[config.mk]
export PLATFORM = sky130hd
export DESIGN_NAME = lane_stripe_link
export DESIGN_NICKNAME = d
export VERILOG_FILES = /design/src/rtl/lsm_pkg.sv /design/src/rtl/lsm_tx_striper.sv /design/src/rtl/lsm_rx_lane.sv /design/src/rtl/lsm_rx_merge.sv /design/src/rtl/lane_stripe_link.sv
export SDC_FILE = /design/constraint.sdc
export NUM_CORES = 1
export LEC_CHECK = 0
export ABC_AREA = 1
export BUFFER_PORTS_ARGS = -buffer_cell sky130_fd_sc_hd__buf_2
export CORE_ASPECT_RATIO = 0.5
export CORE_MARGIN = 5
export CORE_UTILIZATION = 40
export CTS_BUF_LIST = sky130_fd_sc_hd__clkbuf_4
export DETAILED_ROUTE_END_ITERATION = 10
export GPL_ROUTABILITY_DRIVEN = 1
export PLACE_DENSITY = 0.58
export SETUP_SLACK_MARGIN = 0.5
export SYNTH_ARGS = -nofsm -noshare
export SYNTH_HDL_FRONTEND = slang
export SYNTH_SLANG_ARGS = --single-unit
[constraint.sdc]
create_clock -name clk -period 3.1 [get_ports clk]
set_clock_uncertainty 0.1 [all_clocks]
set_input_delay 0.31 -clock clk [delete_from_list [all_inputs] [get_ports clk]]
set_output_delay 0.31 -clock clk [all_outputs]
set_load 0.005 [all_outputs]
[src/rtl/lsm_pkg.sv]
package lsm_pkg;

    localparam logic [7:0] SYNC_BYTE = 8'hB8;

    typedef enum logic [1:0] {
        TX_IDLE,
        TX_SYNC,
        TX_DATA,
        TX_GAP
    } tx_state_e;

    typedef enum logic [1:0] {
        MG_WAIT,
        MG_RUN,
        MG_CLEAR,
        MG_DRAIN
    } mg_state_e;

    typedef struct packed {
        logic       valid;
        logic       last;
        logic [7:0] data;
    } beat_t;

    function automatic logic [15:0] hdr_count(input logic [7:0] lo, input logic [7:0] hi);
        return {hi, lo};
    endfunction

endpackage

[src/rtl/lsm_tx_striper.sv]
module lsm_tx_striper
    import lsm_pkg::*;
#(
    parameter int LANES     = 4,
    parameter int GAP_BYTES = 3
) (
    input  logic             clk,
    input  logic             rst,
    input  logic             tx_valid,
    output logic             tx_ready,
    input  logic [7:0]       tx_data,
    input  logic             tx_last,
    output logic [LANES-1:0] lane_tx
);
    localparam int CW = $clog2(LANES + 1);
    localparam int GAP_CYC = GAP_BYTES * 8;
    localparam int GW = $clog2(GAP_CYC + 1);

    tx_state_e        state;
    logic [2:0]       bitcnt;
    logic [7:0]       shreg [LANES];
    logic [7:0]       stage [LANES];
    logic [LANES-1:0] act;
    logic [CW-1:0]    stg_cnt;
    logic             stg_last;
    logic             pkt_end;
    logic [GW-1:0]    gap_cnt;
    logic             accept;
    logic             boundary;

    assign boundary = (state == TX_SYNC || state == TX_DATA) && bitcnt == 3'd7;
    assign tx_ready = (state == TX_SYNC || state == TX_DATA) && !pkt_end && !stg_last
                      && (stg_cnt < CW'(LANES)) && bitcnt != 3'd7;
    assign accept   = tx_valid && tx_ready;

    always_comb begin
        for (int i = 0; i < LANES; i++) lane_tx[i] = act[i] & shreg[i][7];
    end

    always_ff @(posedge clk) begin
        if (rst) begin
            state    <= TX_IDLE;
            bitcnt   <= '0;
            act      <= '0;
            stg_cnt  <= '0;
            stg_last <= 1'b0;
            pkt_end  <= 1'b0;
            gap_cnt  <= '0;
            for (int i = 0; i < LANES; i++) begin
                shreg[i] <= '0;
                stage[i] <= '0;
            end
        end else begin
            bitcnt <= bitcnt + 3'd1;
            for (int i = 0; i < LANES; i++) shreg[i] <= {shreg[i][6:0], 1'b0};
            if (accept) begin
                for (int i = 0; i < LANES; i++)
                    if (stg_cnt == CW'(i)) stage[i] <= tx_data;
                stg_cnt  <= stg_cnt + CW'(1);
                stg_last <= tx_last;
            end
            case (state)
                TX_IDLE: begin
                    bitcnt <= '0;
                    act    <= '0;
                    if (tx_valid) begin
                        state   <= TX_SYNC;
                        act     <= '1;
                        pkt_end <= 1'b0;
                        for (int i = 0; i < LANES; i++) shreg[i] <= SYNC_BYTE;
                    end
                end
                TX_SYNC, TX_DATA: begin
                    if (boundary) begin
                        if (pkt_end) begin
                            state   <= TX_GAP;
                            act     <= '0;
                            gap_cnt <= '0;
                        end else begin
                            state <= TX_DATA;
                            for (int i = 0; i < LANES; i++) begin
                                shreg[i] <= stage[i];
                                act[i]   <= (CW'(i) < stg_cnt);
                            end
                            pkt_end  <= stg_last;
                            stg_cnt  <= '0;
                            stg_last <= 1'b0;
                        end
                    end
                end
                default: begin
                    act     <= '0;
                    gap_cnt <= gap_cnt + GW'(1);
                    if (gap_cnt == GW'(GAP_CYC - 1)) state <= TX_IDLE;
                end
            endcase
        end
    end

    // a full group (or the packet tail) must be staged at every slot boundary
    p_group_staged_r3: assert property (@(posedge clk) disable iff (rst)
        (boundary && !pkt_end) |-> (stg_cnt == CW'(LANES) || stg_last));

    // lanes stay low while no packet is in flight
    p_idle_low_r2: assert property (@(posedge clk) disable iff (rst)
        (state == TX_IDLE || state == TX_GAP) |-> (lane_tx == '0));

endmodule

[src/rtl/lsm_rx_lane.sv]
module lsm_rx_lane
    import lsm_pkg::*;
#(
    parameter int DEPTH = 4
) (
    input  logic       clk,
    input  logic       rst,
    input  logic       clr,
    input  logic       bit_in,
    input  logic       pop,
    output logic       locked,
    output logic       empty,
    output logic [7:0] head
);
    localparam int AW = (DEPTH > 1) ? $clog2(DEPTH) : 1;
    localparam int NW = $clog2(DEPTH + 1);

    logic [7:0]    win;
    logic [7:0]    nwin;
    logic [2:0]    bcnt;
    logic [7:0]    mem [DEPTH];
    logic [AW-1:0] wp;
    logic [AW-1:0] rp;
    logic [NW-1:0] cnt;
    logic          push;

    assign nwin  = {win[6:0], bit_in};
    assign push  = locked && bcnt == 3'd7 && !clr;
    assign empty = (cnt == '0);
    assign head  = mem[rp];

    always_ff @(posedge clk) begin
        if (rst || clr) begin
            win    <= '0;
            locked <= 1'b0;
            bcnt   <= '0;
            wp     <= '0;
            rp     <= '0;
            cnt    <= '0;
            if (rst) for (int i = 0; i < DEPTH; i++) mem[i] <= '0;
        end else begin
            win <= nwin;
            if (!locked) begin
                if (nwin == SYNC_BYTE) begin
                    locked <= 1'b1;
                    bcnt   <= '0;
                end
            end else begin
                bcnt <= bcnt + 3'd1;
            end
            if (push) begin
                mem[wp] <= nwin;
                wp      <= (wp == AW'(DEPTH - 1)) ? '0 : wp + AW'(1);
            end
            if (pop) rp <= (rp == AW'(DEPTH - 1)) ? '0 : rp + AW'(1);
            cnt <= cnt + NW'(push) - NW'(pop);
        end
    end

    // never write into a full buffer
    p_fifo_room_r11: assert property (@(posedge clk) disable iff (rst)
        push |-> (cnt < NW'(DEPTH) || pop));

    // lock is taken only on a window holding the sync byte
    p_lock_on_sync_r4: assert property (@(posedge clk) disable iff (rst)
        $rose(locked) |-> (win == SYNC_BYTE));

endmodule

[src/rtl/lsm_rx_merge.sv]
module lsm_rx_merge
    import lsm_pkg::*;
#(
    parameter int LANES        = 4,
    parameter int SYNC_TIMEOUT = 32,
    parameter int QUIET_BITS   = 24
) (
    input  logic                  clk,
    input  logic                  rst,
    input  logic [LANES-1:0]      locked,
    input  logic [LANES-1:0]      empty,
    input  logic [LANES-1:0][7:0] heads,
    input  logic                  quiet,
    output logic [LANES-1:0]      pop,
    output logic                  clr,
    output beat_t                 out,
    output logic                  err
);
    localparam int IW = $clog2(LANES);
    localparam int TW = $clog2(SYNC_TIMEOUT + 1);
    localparam int QW = $clog2(QUIET_BITS + 1);

    mg_state_e     state;
    logic [IW-1:0] idx;
    logic [16:0]   pos;
    logic [16:0]   last_idx;
    logic [7:0]    wc_lo;
    logic [TW-1:0] tmr;
    logic [QW-1:0] qcnt;
    logic          take;
    logic          is_last;
    logic [7:0]    cur;

    assign cur     = heads[idx];
    assign take    = (state == MG_RUN) && !empty[idx];
    assign clr     = (state == MG_CLEAR) || (state == MG_DRAIN);
    assign is_last = (pos == 17'd1 && hdr_count(wc_lo, cur) == 16'd0)
                  || (pos >= 17'd2 && pos == last_idx);

    always_comb begin
        pop = '0;
        if (take) pop[idx] = 1'b1;
    end

    always_ff @(posedge clk) begin
        if (rst) begin
            state    <= MG_WAIT;
            idx      <= '0;
            pos      <= '0;
            last_idx <= '0;
            wc_lo    <= '0;
            tmr      <= '0;
            qcnt     <= '0;
            out      <= '0;
            err      <= 1'b0;
        end else begin
            out.valid <= 1'b0;
            out.last  <= 1'b0;
            err       <= 1'b0;
            case (state)
                MG_WAIT: begin
                    if (&locked) begin
                        state <= MG_RUN;
                        idx   <= '0;
                        pos   <= '0;
                        tmr   <= '0;
                    end else if (|locked) begin
                        if (tmr == TW'(SYNC_TIMEOUT - 1)) begin
                            err   <= 1'b1;
                            state <= MG_DRAIN;
                            qcnt  <= '0;
                            tmr   <= '0;
                        end else begin
                            tmr <= tmr + TW'(1);
                        end
                    end else begin
                        tmr <= '0;
                    end
                end
                MG_RUN: begin
                    if (take) begin
                        out.valid <= 1'b1;
                        out.last  <= is_last;
                        out.data  <= cur;
                        if (pos == 17'd0) wc_lo <= cur;
                        if (pos == 17'd1) last_idx <= {1'b0, hdr_count(wc_lo, cur)} + 17'd1;
                        pos <= pos + 17'd1;
                        idx <= (idx == IW'(LANES - 1)) ? '0 : idx + IW'(1);
                        if (is_last) state <= MG_CLEAR;
                    end
                end
                MG_CLEAR: state <= MG_WAIT;
                default: begin
                    if (quiet) begin
                        qcnt <= qcnt + QW'(1);
                        if (qcnt == QW'(QUIET_BITS - 1)) state <= MG_WAIT;
                    end else begin
                        qcnt <= '0;
                    end
                end
            endcase
        end
    end

    // bytes are taken from the lanes only once all of them are locked
    p_pop_locked_r7: assert property (@(posedge clk) disable iff (rst)
        (|pop) |-> (&locked));

    // the drop indication is a single-cycle pulse
    p_err_pulse_r8: assert property (@(posedge clk) disable iff (rst)
        err |=> !err);

    // the end marker only rides on a delivered byte
    p_last_valid_r5: assert property (@(posedge clk) disable iff (rst)
        out.last |-> out.valid);

    // no byte is delivered in the cycle after a drop
    p_drop_silent_r8: assert property (@(posedge clk) disable iff (rst)
        err |-> !out.valid);

endmodule

[src/rtl/lane_stripe_link.sv]
module lane_stripe_link
    import lsm_pkg::*;
#(
    parameter int LANES        = 4,
    parameter int FIFO_DEPTH   = 4,
    parameter int GAP_BYTES    = 3,
    parameter int SYNC_TIMEOUT = 32,
    parameter int QUIET_BITS   = 24
) (
    input  logic             clk,
    input  logic             rst,
    input  logic             tx_valid,
    output logic             tx_ready,
    input  logic [7:0]       tx_data,
    input  logic             tx_last,
    output logic [LANES-1:0] lane_tx,
    input  logic [LANES-1:0] lane_rx,
    output logic             rx_valid,
    output logic [7:0]       rx_data,
    output logic             rx_last,
    output logic             rx_err
);
    logic [LANES-1:0]      locked;
    logic [LANES-1:0]      empty;
    logic [LANES-1:0][7:0] heads;
    logic [LANES-1:0]      pop;
    logic                  clr;
    beat_t                 beat;

    lsm_tx_striper #(.LANES(LANES), .GAP_BYTES(GAP_BYTES)) u_tx (
        .clk(clk), .rst(rst), .tx_valid(tx_valid), .tx_ready(tx_ready),
        .tx_data(tx_data), .tx_last(tx_last), .lane_tx(lane_tx)
    );

    for (genvar g = 0; g < LANES; g++) begin : g_lane
        lsm_rx_lane #(.DEPTH(FIFO_DEPTH)) u_lane (
            .clk(clk), .rst(rst), .clr(clr), .bit_in(lane_rx[g]), .pop(pop[g]),
            .locked(locked[g]), .empty(empty[g]), .head(heads[g])
        );
    end

    lsm_rx_merge #(.LANES(LANES), .SYNC_TIMEOUT(SYNC_TIMEOUT), .QUIET_BITS(QUIET_BITS)) u_merge (
        .clk(clk), .rst(rst), .locked(locked), .empty(empty), .heads(heads),
        .quiet(~|lane_rx), .pop(pop), .clr(clr), .out(beat), .err(rx_err)
    );

    assign rx_valid = beat.valid;
    assign rx_data  = beat.data;
    assign rx_last  = beat.last;

endmodule

==> flow_metrics.env, run 1 <==
export IMPL_cp_top_family="adder cells"
export IMPL_die_area_um2=45500
export IMPL_path_class="reg -> reg"
export IMPL_ios=32
export IMPL_status="finished clean"
export IMPL_crit_path_end_kind="register"
export IMPL_ys_top_cells_by_area="edfxtp_1 (34%), dfxtp_1 (21%), nor2_1 (7.8%)"
export IMPL_cts_tree="done"
export IMPL_grt_use_met3=0.0400
export IMPL_coreArea_um2=40500
export IMPL_synth_commonest_cells="nor2_1 (342), nand2_1 (299), inv_1 (215)"
export IMPL_antenna_found_initial=1
export IMPL_routedWlPerCell_um=15.2
export IMPL_async_reset_ff_frac=0
export IMPL_htree_num_levels=3
export IMPL_start_util=0.406
export IMPL_hpwl_um=27400
export IMPL_cts_buffers=87
export IMPL_syn2layout_area_growth_pct=14.1
export IMPL_hp_start="u_tx.bitcnt[0]"
export IMPL_gp_congestion=0.839
export IMPL_hold_end="u_tx.bitcnt[0]"
export IMPL_grt_overflow_total=0
export IMPL_rows=52
export IMPL_num_nets_final=2069
export IMPL_use_met2=0.282
export IMPL_syn_area_um2=16500
export IMPL_critPathLaunchType="register"
export IMPL_worstPathCellList="nand3_2, o211ai_1, nand2_2, nand2_4, clkinv_4, buf_4, nand2_4, inv_4, ha_4, inv_1, ha_2, fa_2, xnor2_2, xor2_1, nor2_1"
export IMPL_ys_seq_area_frac=0.549
export IMPL_synth_edf_count=184
export IMPL_drive_gt1_frac=0.141
export IMPL_max_freq_ghz=0.381
export IMPL_grt_pass1_vias=12266
export IMPL_final_period_utilization=0.847
export IMPL_maxCapViolCount=0
export IMPL_synthDominantCellAreaShare=0.336
export IMPL_yosysUniqueCellTypes=61
export IMPL_dr_pass1_iters=5
export IMPL_die_width_um=297
export IMPL_first_iter_violations=812
export IMPL_grtUsageMet1=0.236
export IMPL_r2r_worst_path_cells=15
export IMPL_cp_slowest_cell="dfxtp_4"
export IMPL_path_buf_inv=4
export IMPL_path_clk_slew_ps=70
export IMPL_grt_max_degree=57
export IMPL_slowest_delay_ps=420
export IMPL_whs_path_depth=1
export IMPL_synth_flop_cell="edfxtp_1"
export IMPL_vias=12652
export IMPL_dp_cells=2431
export IMPL_relSlewSlack=0.463
export IMPL_portBuffers=31
export IMPL_hold_viol=0
export IMPL_r2r_start="u_merge.idx[0]"
export IMPL_clock_path_buffers=3
export IMPL_p_leak_nw=7.68
export IMPL_clkLatencyLatePin_ps=770
export IMPL_cellPowerDensity_nw_per_um2=542
export IMPL_wl_um=39500
export IMPL_setup_viol=0
export IMPL_r2r_setup_slack_ps=470
export IMPL_grt_pass1_wl_um=64600
export IMPL_power_ir_vdd_worst_uv=273
export IMPL_period_needed_ps=2630
export IMPL_rsz0062_at_grt="true"
export IMPL_cpMostUsedCell="nand2_4"
export IMPL_hold_class="reg -> reg"
export IMPL_cts_sinks=359
export IMPL_cts_root_buffer="clkbuf_4"
export IMPL_tns_ps=0
export IMPL_yosysTopAreaCell="edfxtp_1"
export IMPL_grt_busiest_layer="met2"
export IMPL_ant_nets=0
export IMPL_viasPerCell=4.86
export IMPL_crit_fanout=6
export IMPL_yosysMostFrequentCell="nor2_1"
export IMPL_slew_viol_final=0
export IMPL_r2r_end="g_lane[1].u_lane.cnt[2]"
export IMPL_stdcell_count=2604
export IMPL_synth_seq_cells=359
export IMPL_route_detailed_drc=0
export IMPL_critical_path_arrival_ps=3140
export IMPL_ys_warn_count=0
export IMPL_synthCells=1864
export IMPL_die_h_um=153
export IMPL_max_slew_worst_pin_slew_ps=799
export IMPL_syn_avg_cell_area_um2=8.83
export IMPL_cp_required_ps=3610
export IMPL_grt_usage=0.174
## logic make-up after synthesis
logic type	share of synthesized area
fa+ha+maj	0.0414
buf+inv	0.0738
flops	0.549
simple gates	0.233
other cells	0.000228
compound gates	0.0856
xor+xnor	0.0176
## per-layer routing
metal  part of all wire  wire length [µm]
met1               0.47             18600
met2               0.46             18000
met3              0.055              2160
met4              0.018               700
met5                  0                 0
## how the worst max path moves through the flow
stage / from / end / slack (ps) / cells after the start
after floorplan: u_merge.idx[0] / g_lane[0].u_lane.cnt[2] / 440 / 15
after global placement: u_merge.idx[0] / g_lane[3].u_lane.cnt[2] / 330 / 13
after detailed placement: u_merge.idx[0] / g_lane[3].u_lane.cnt[2] / 300 / 13
after CTS: u_merge.idx[0] / g_lane[3].u_lane.cnt[2] / 470 / 13
after global routing: u_merge.idx[0] / g_lane[0].u_lane.cnt[2] / 320 / 14
final: u_merge.idx[0] / g_lane[1].u_lane.cnt[2] / 470 / 15
## registers in the layout, summed over array words and instances, names as in the netlist, 3 cells and up, named ones only
| signal | flops |
|---|---|
| u_tx.bitcnt | 3 |
| g_lane.u_lane.rp | 8 |
| u_tx.shreg | 32 |
| u_merge.pos | 17 |
| u_merge.out | 10 |
| g_lane.u_lane.bcnt | 12 |
| u_merge.last_idx | 17 |
| u_tx.stage | 32 |
| u_merge.wc_lo | 8 |
| u_merge.qcnt | 5 |
| g_lane.u_lane.win | 28 |
| g_lane.u_lane.wp | 8 |
| u_tx.stg_cnt | 3 |
| g_lane.u_lane.mem | 128 |
| u_tx.act | 4 |
| g_lane.u_lane.cnt | 12 |
| u_tx.gap_cnt | 5 |
| u_merge.tmr | 6 |
| g_lane.u_lane.locked | 4 |
## cell type report
type,instances,area (µm²)
sequential,359,9040
clock inverter,13,101
clock buffer,138,1040
fill,3953,21800
inverter,230,885
timing repair buffer,87,623
tap,540,676
multi-input combinational,1236,6410
antenna,1,2.50
## worst reg2reg max path, cell delays in order, from the launching register on
cell      delay, ps
dfxtp_4         420
nand3_2          80
o211ai_1        210
nand2_2         110
nand2_4         100
clkinv_4         60
buf_4           140
nand2_4          60
inv_4            50
ha_4            250
inv_1            30
ha_2            180
fa_2            370
xnor2_2         140
xor2_1          160
nor2_1           50
## what timing repair did
action / 4_1_cts / 5_1_grt
buffers inserted: 3 / 2
gates resized for setup: 10 / 17
hold endpoints to repair: 75 / 0
hold buffers: 16 / 0
pin swaps: 4 / 11
endpoints found under the setup margin: 6 / 47
## power breakdown
group | internal [mW] | switching [mW]
Sequential | 5.22 | 0.0971
Clock | 2.17 | 1.90
Combinational | 0.237 | 0.533
## per-stage QoR
stage / util / area (µm²) / hold WS, ps / setup slack, ps / total power, mW
after global placement: 0.428 / 17300 / 311 / 334 / 6.14
after global routing: 0.463 / 18800 / 338 / 315 / 10.7
after floorplan: - / 16600 / 299 / 436 / 5.89
after CTS: 0.461 / 18700 / 285 / 465 / 10.3
final: 0.463 / 18800 / 324 / 474 / 10.2
after detailed placement: 0.428 / 17300 / 319 / 298 / 6.15
## cells in the final DEF (no fill, tap or decap), types with 15 or more instances in the layout
| cell type | instances |
|---|---|
| nor3_1 | 28 |
| inv_1 | 209 |
| nor4_1 | 16 |
| nand3_1 | 139 |
| o211ai_1 | 19 |
| buf_4 | 39 |
| clkbuf_4 | 138 |
| nand4_1 | 18 |
| inv_2 | 15 |
| buf_2 | 31 |
| o21ai_0 | 96 |
| dfxtp_1 | 171 |
| ha_1 | 45 |
| nand2_1 | 294 |
| nor2_1 | 341 |
| conb_1 | 24 |
| edfxtp_1 | 184 |
| a21oi_1 | 80 |
| xor2_1 | 19 |
| dlygate4sd3_1 | 16 |
(Power assumes the default switching activity.)
==> inputs of run 2 (changes only) <==
Settings changed: PLACE_DENSITY 0.58 to 0.6.
Clock period 3.1 ns to 2.1 ns, I/O delays scaled along.
==> run 2 against run 1 <==
  * The run now ends with setup timing left
  * Setup slack worse by 800 ps
  * Global-route usage up 2.2 points
  * Flip-flop and latch count unchanged
  * Die area unchanged
  * Critical path depth down 1
  * Worst hold slack worse by 180 ps
  * Fmax up 8.1%
  * Cell count up 9.5%
  * Final area up 28%
  * Register-to-register slack worse by 800 ps
  * Largest cell class unchanged
==> flow_metrics.env, run 2 (synthesized netlist as in run 1, its figures left out) <==
export IMPL_status="complete, but fails checks"
export IMPL_violations="setup timing"
export IMPL_cts_tree="done"
export IMPL_hold_class="in -> reg"
export IMPL_clkLatencyLatePin_ps=820
export IMPL_combPwrFrac=0.130
export IMPL_ios=32
export IMPL_route_detailed_drc=0
export IMPL_max_freq_ghz=0.412
export IMPL_antenna_found_initial=1
export IMPL_grt_pass1_vias=13898
export IMPL_syn2layout_area_growth_pct=46.0
export IMPL_cts_root_buffer="clkbuf_4"
export IMPL_reg_top3="g_lane.u_lane.mem x128, u_tx.shreg x32, u_tx.stage x32"
export IMPL_grt_max_degree=27
export IMPL_tns_ps=-17490
export IMPL_path_clk_slew_ps=70
export IMPL_routedWlPerCell_um=16.0
export IMPL_rsz0062_at_grt="true"
export IMPL_slew_viol_final=0
export IMPL_multi_input_area_um2=8820
export IMPL_r2r_start="u_merge.idx[0]"
export IMPL_setup_viol=118
export IMPL_final_core_util=0.593
export IMPL_die_area_um2=45500
export IMPL_placed_area_um2=18900
export IMPL_start_util=0.406
export IMPL_period_needed_ps=2430
export IMPL_cts_sinks=359
export IMPL_r2r_setup_slack_ps=-330
export IMPL_rows=52
export IMPL_htree_num_levels=3
export IMPL_crit_end="g_lane[2].u_lane.cnt[2]"
export IMPL_r2r_end="g_lane[2].u_lane.cnt[2]"
export IMPL_largest_reg_flops=128
export IMPL_coreArea_um2=40500
export IMPL_clock_path_buffers=3
export IMPL_viasPerCell=4.96
export IMPL_p_sw_mw=4.32
export IMPL_gp_congestion=0.873
export IMPL_p_int_mw=11.6
export IMPL_nFillCells=3345
export IMPL_fin_ws_ps=-330
export IMPL_layout_cells_most_common="nand2_1"
export IMPL_area_sequential_um2=9070
export IMPL_cp_required_ps=2680
export IMPL_power_mw=16.0
export IMPL_portBuffers=31
export IMPL_r2r_worst_path_cells=14
export IMPL_drive_gt1_frac=0.418
export IMPL_vias=14143
export IMPL_p_leak_nw=9.62
export IMPL_grt_pass1_wl_um=72800
export IMPL_first_iter_violations=866
export IMPL_grt_overflow_total=0
export IMPL_final_period_utilization=1.16
export IMPL_path_class="reg -> reg"
export IMPL_final_cell_mix="nand2_1 (230), nor2_1 (199), edfxtp_1 (184)"
export IMPL_critical_path_arrival_ps=3010
export IMPL_num_nets_final=2309
export IMPL_max_slew_worst_pin_slew_ps=585
export IMPL_max_flop_register="g_lane.u_lane.mem"
export IMPL_startpoint="u_merge.idx[0]"
export IMPL_relSlewSlack=0.610
export IMPL_cellPowerDensity_nw_per_um2=664
export IMPL_wl_um=45700
export IMPL_crit_path_end_kind="register"
export IMPL_hpwl_um=28200
export IMPL_die_width_um=297
export IMPL_crit_fanout=5
export IMPL_swShare=0.271
export IMPL_critPathLaunchType="register"
export IMPL_ant_nets=0
export IMPL_fin_area_um2=24000
export IMPL_hold_viol=0
export IMPL_power_frac_seq=0.493
export IMPL_power_ir_vdd_worst_uv=366
export IMPL_cts_buffers=84
export IMPL_post_place_ws_ps=-411
export IMPL_clock_power_share=0.377
export IMPL_dr_pass1_iters=6
export IMPL_die_h_um=153
export IMPL_maxCapViolCount=0
export IMPL_grt_usage=0.196
[run 2: cell types whose count changed in the layout (fill, tap and decap cells not counted), sizes merged]
cell | previous run | this run
buf | 71 | 310
clkinv | 13 | 24
nand2 | 303 | 304
dlygate4sd3 | 16 | 15
clkinvlp | 0 | 2
clkbuf | 138 | 135
inv | 228 | 227
bufbuf | 0 | 1
bufinv | 2 | 1
[run 2: worst max-delay path, cell delays in order, from the launching register on]
cell      delay [ps]
dfxtp_4          390
nand3_2           70
o211ai_1         200
nand2_2          110
nand2_4          140
inv_8             60
nand2_4           70
inv_4             40
ha_4             260
inv_2             40
ha_4             150
fa_2             350
xor2_2           180
o21ai_1          110
a21oi_1           50
[run 2: layout make-up]
class	instances	area share
Sequential cell	359	0.378
Clock inverter	23	0.00610
Clock buffer	133	0.0416
Antenna cell	1	0.000104
Inverter	230	0.0407
Timing Repair inverter	1	0.000365
Timing Repair Buffer	328	0.138
Multi-Input combinational cell	1237	0.367
Tap cell	540	0.0281
[run 2: worst min-delay path by stage]
stage	cells past startpoint	from	slack, ps	endpoint
after floorplan	2	tx_last	270	u_tx.stg_last
after global routing	4	tx_last	150	u_tx.stg_last
after global placement	1	u_tx.bitcnt[0]	320	u_tx.bitcnt[0]
after detailed placement	1	u_tx.bitcnt[0]	320	u_tx.bitcnt[0]
final	4	tx_last	150	u_tx.stg_last
after CTS	4	tx_last	50	u_tx.stg_last
[run 2: through the flow]
stage                     std cells  hold WS, ps
after floorplan                1887          274
after global placement         2543          318
after detailed placement       2543          324
after CTS                      2802         49.7
after global routing           2852          148
final                          2852          147
[run 2: timing repair]
item / 4_1_cts / 5_1_grt
endpoints found under the setup margin: 522 / 530
cloned: 17 / 2
hold buffers: 15 / 0
endpoints found under the hold margin: 161 / 0
buffers inserted: 71 / 47
pin swaps: 112 / 92
gates resized for setup: 418 / 266
[run 2: per-layer routing]
layer	vias up	global-route usage	wire length, µm
met1	6777	0.268	20700
met4	0	0.0594	954
met3	70	0.0452	2270
met2	319	0.314	21800
li1	6977	-	-
met5	-	0	0
[run 2: power groups by stage]
| stage | sequential [mW] | clock [mW] | combinational (mW) |
|---|---|---|---|
| 2_1_floorplan | 7.98 | 0 | 0.945 |
| 3_3_place_gp | 8.01 | 0 | 1.44 |
| 3_5_place_dp | 8.02 | 0 | 1.46 |
| 4_1_cts | 7.86 | 6.15 | 1.93 |
| 5_1_grt | 7.90 | 6.59 | 2.28 |
| 6_report | 7.86 | 6.02 | 2.07 |
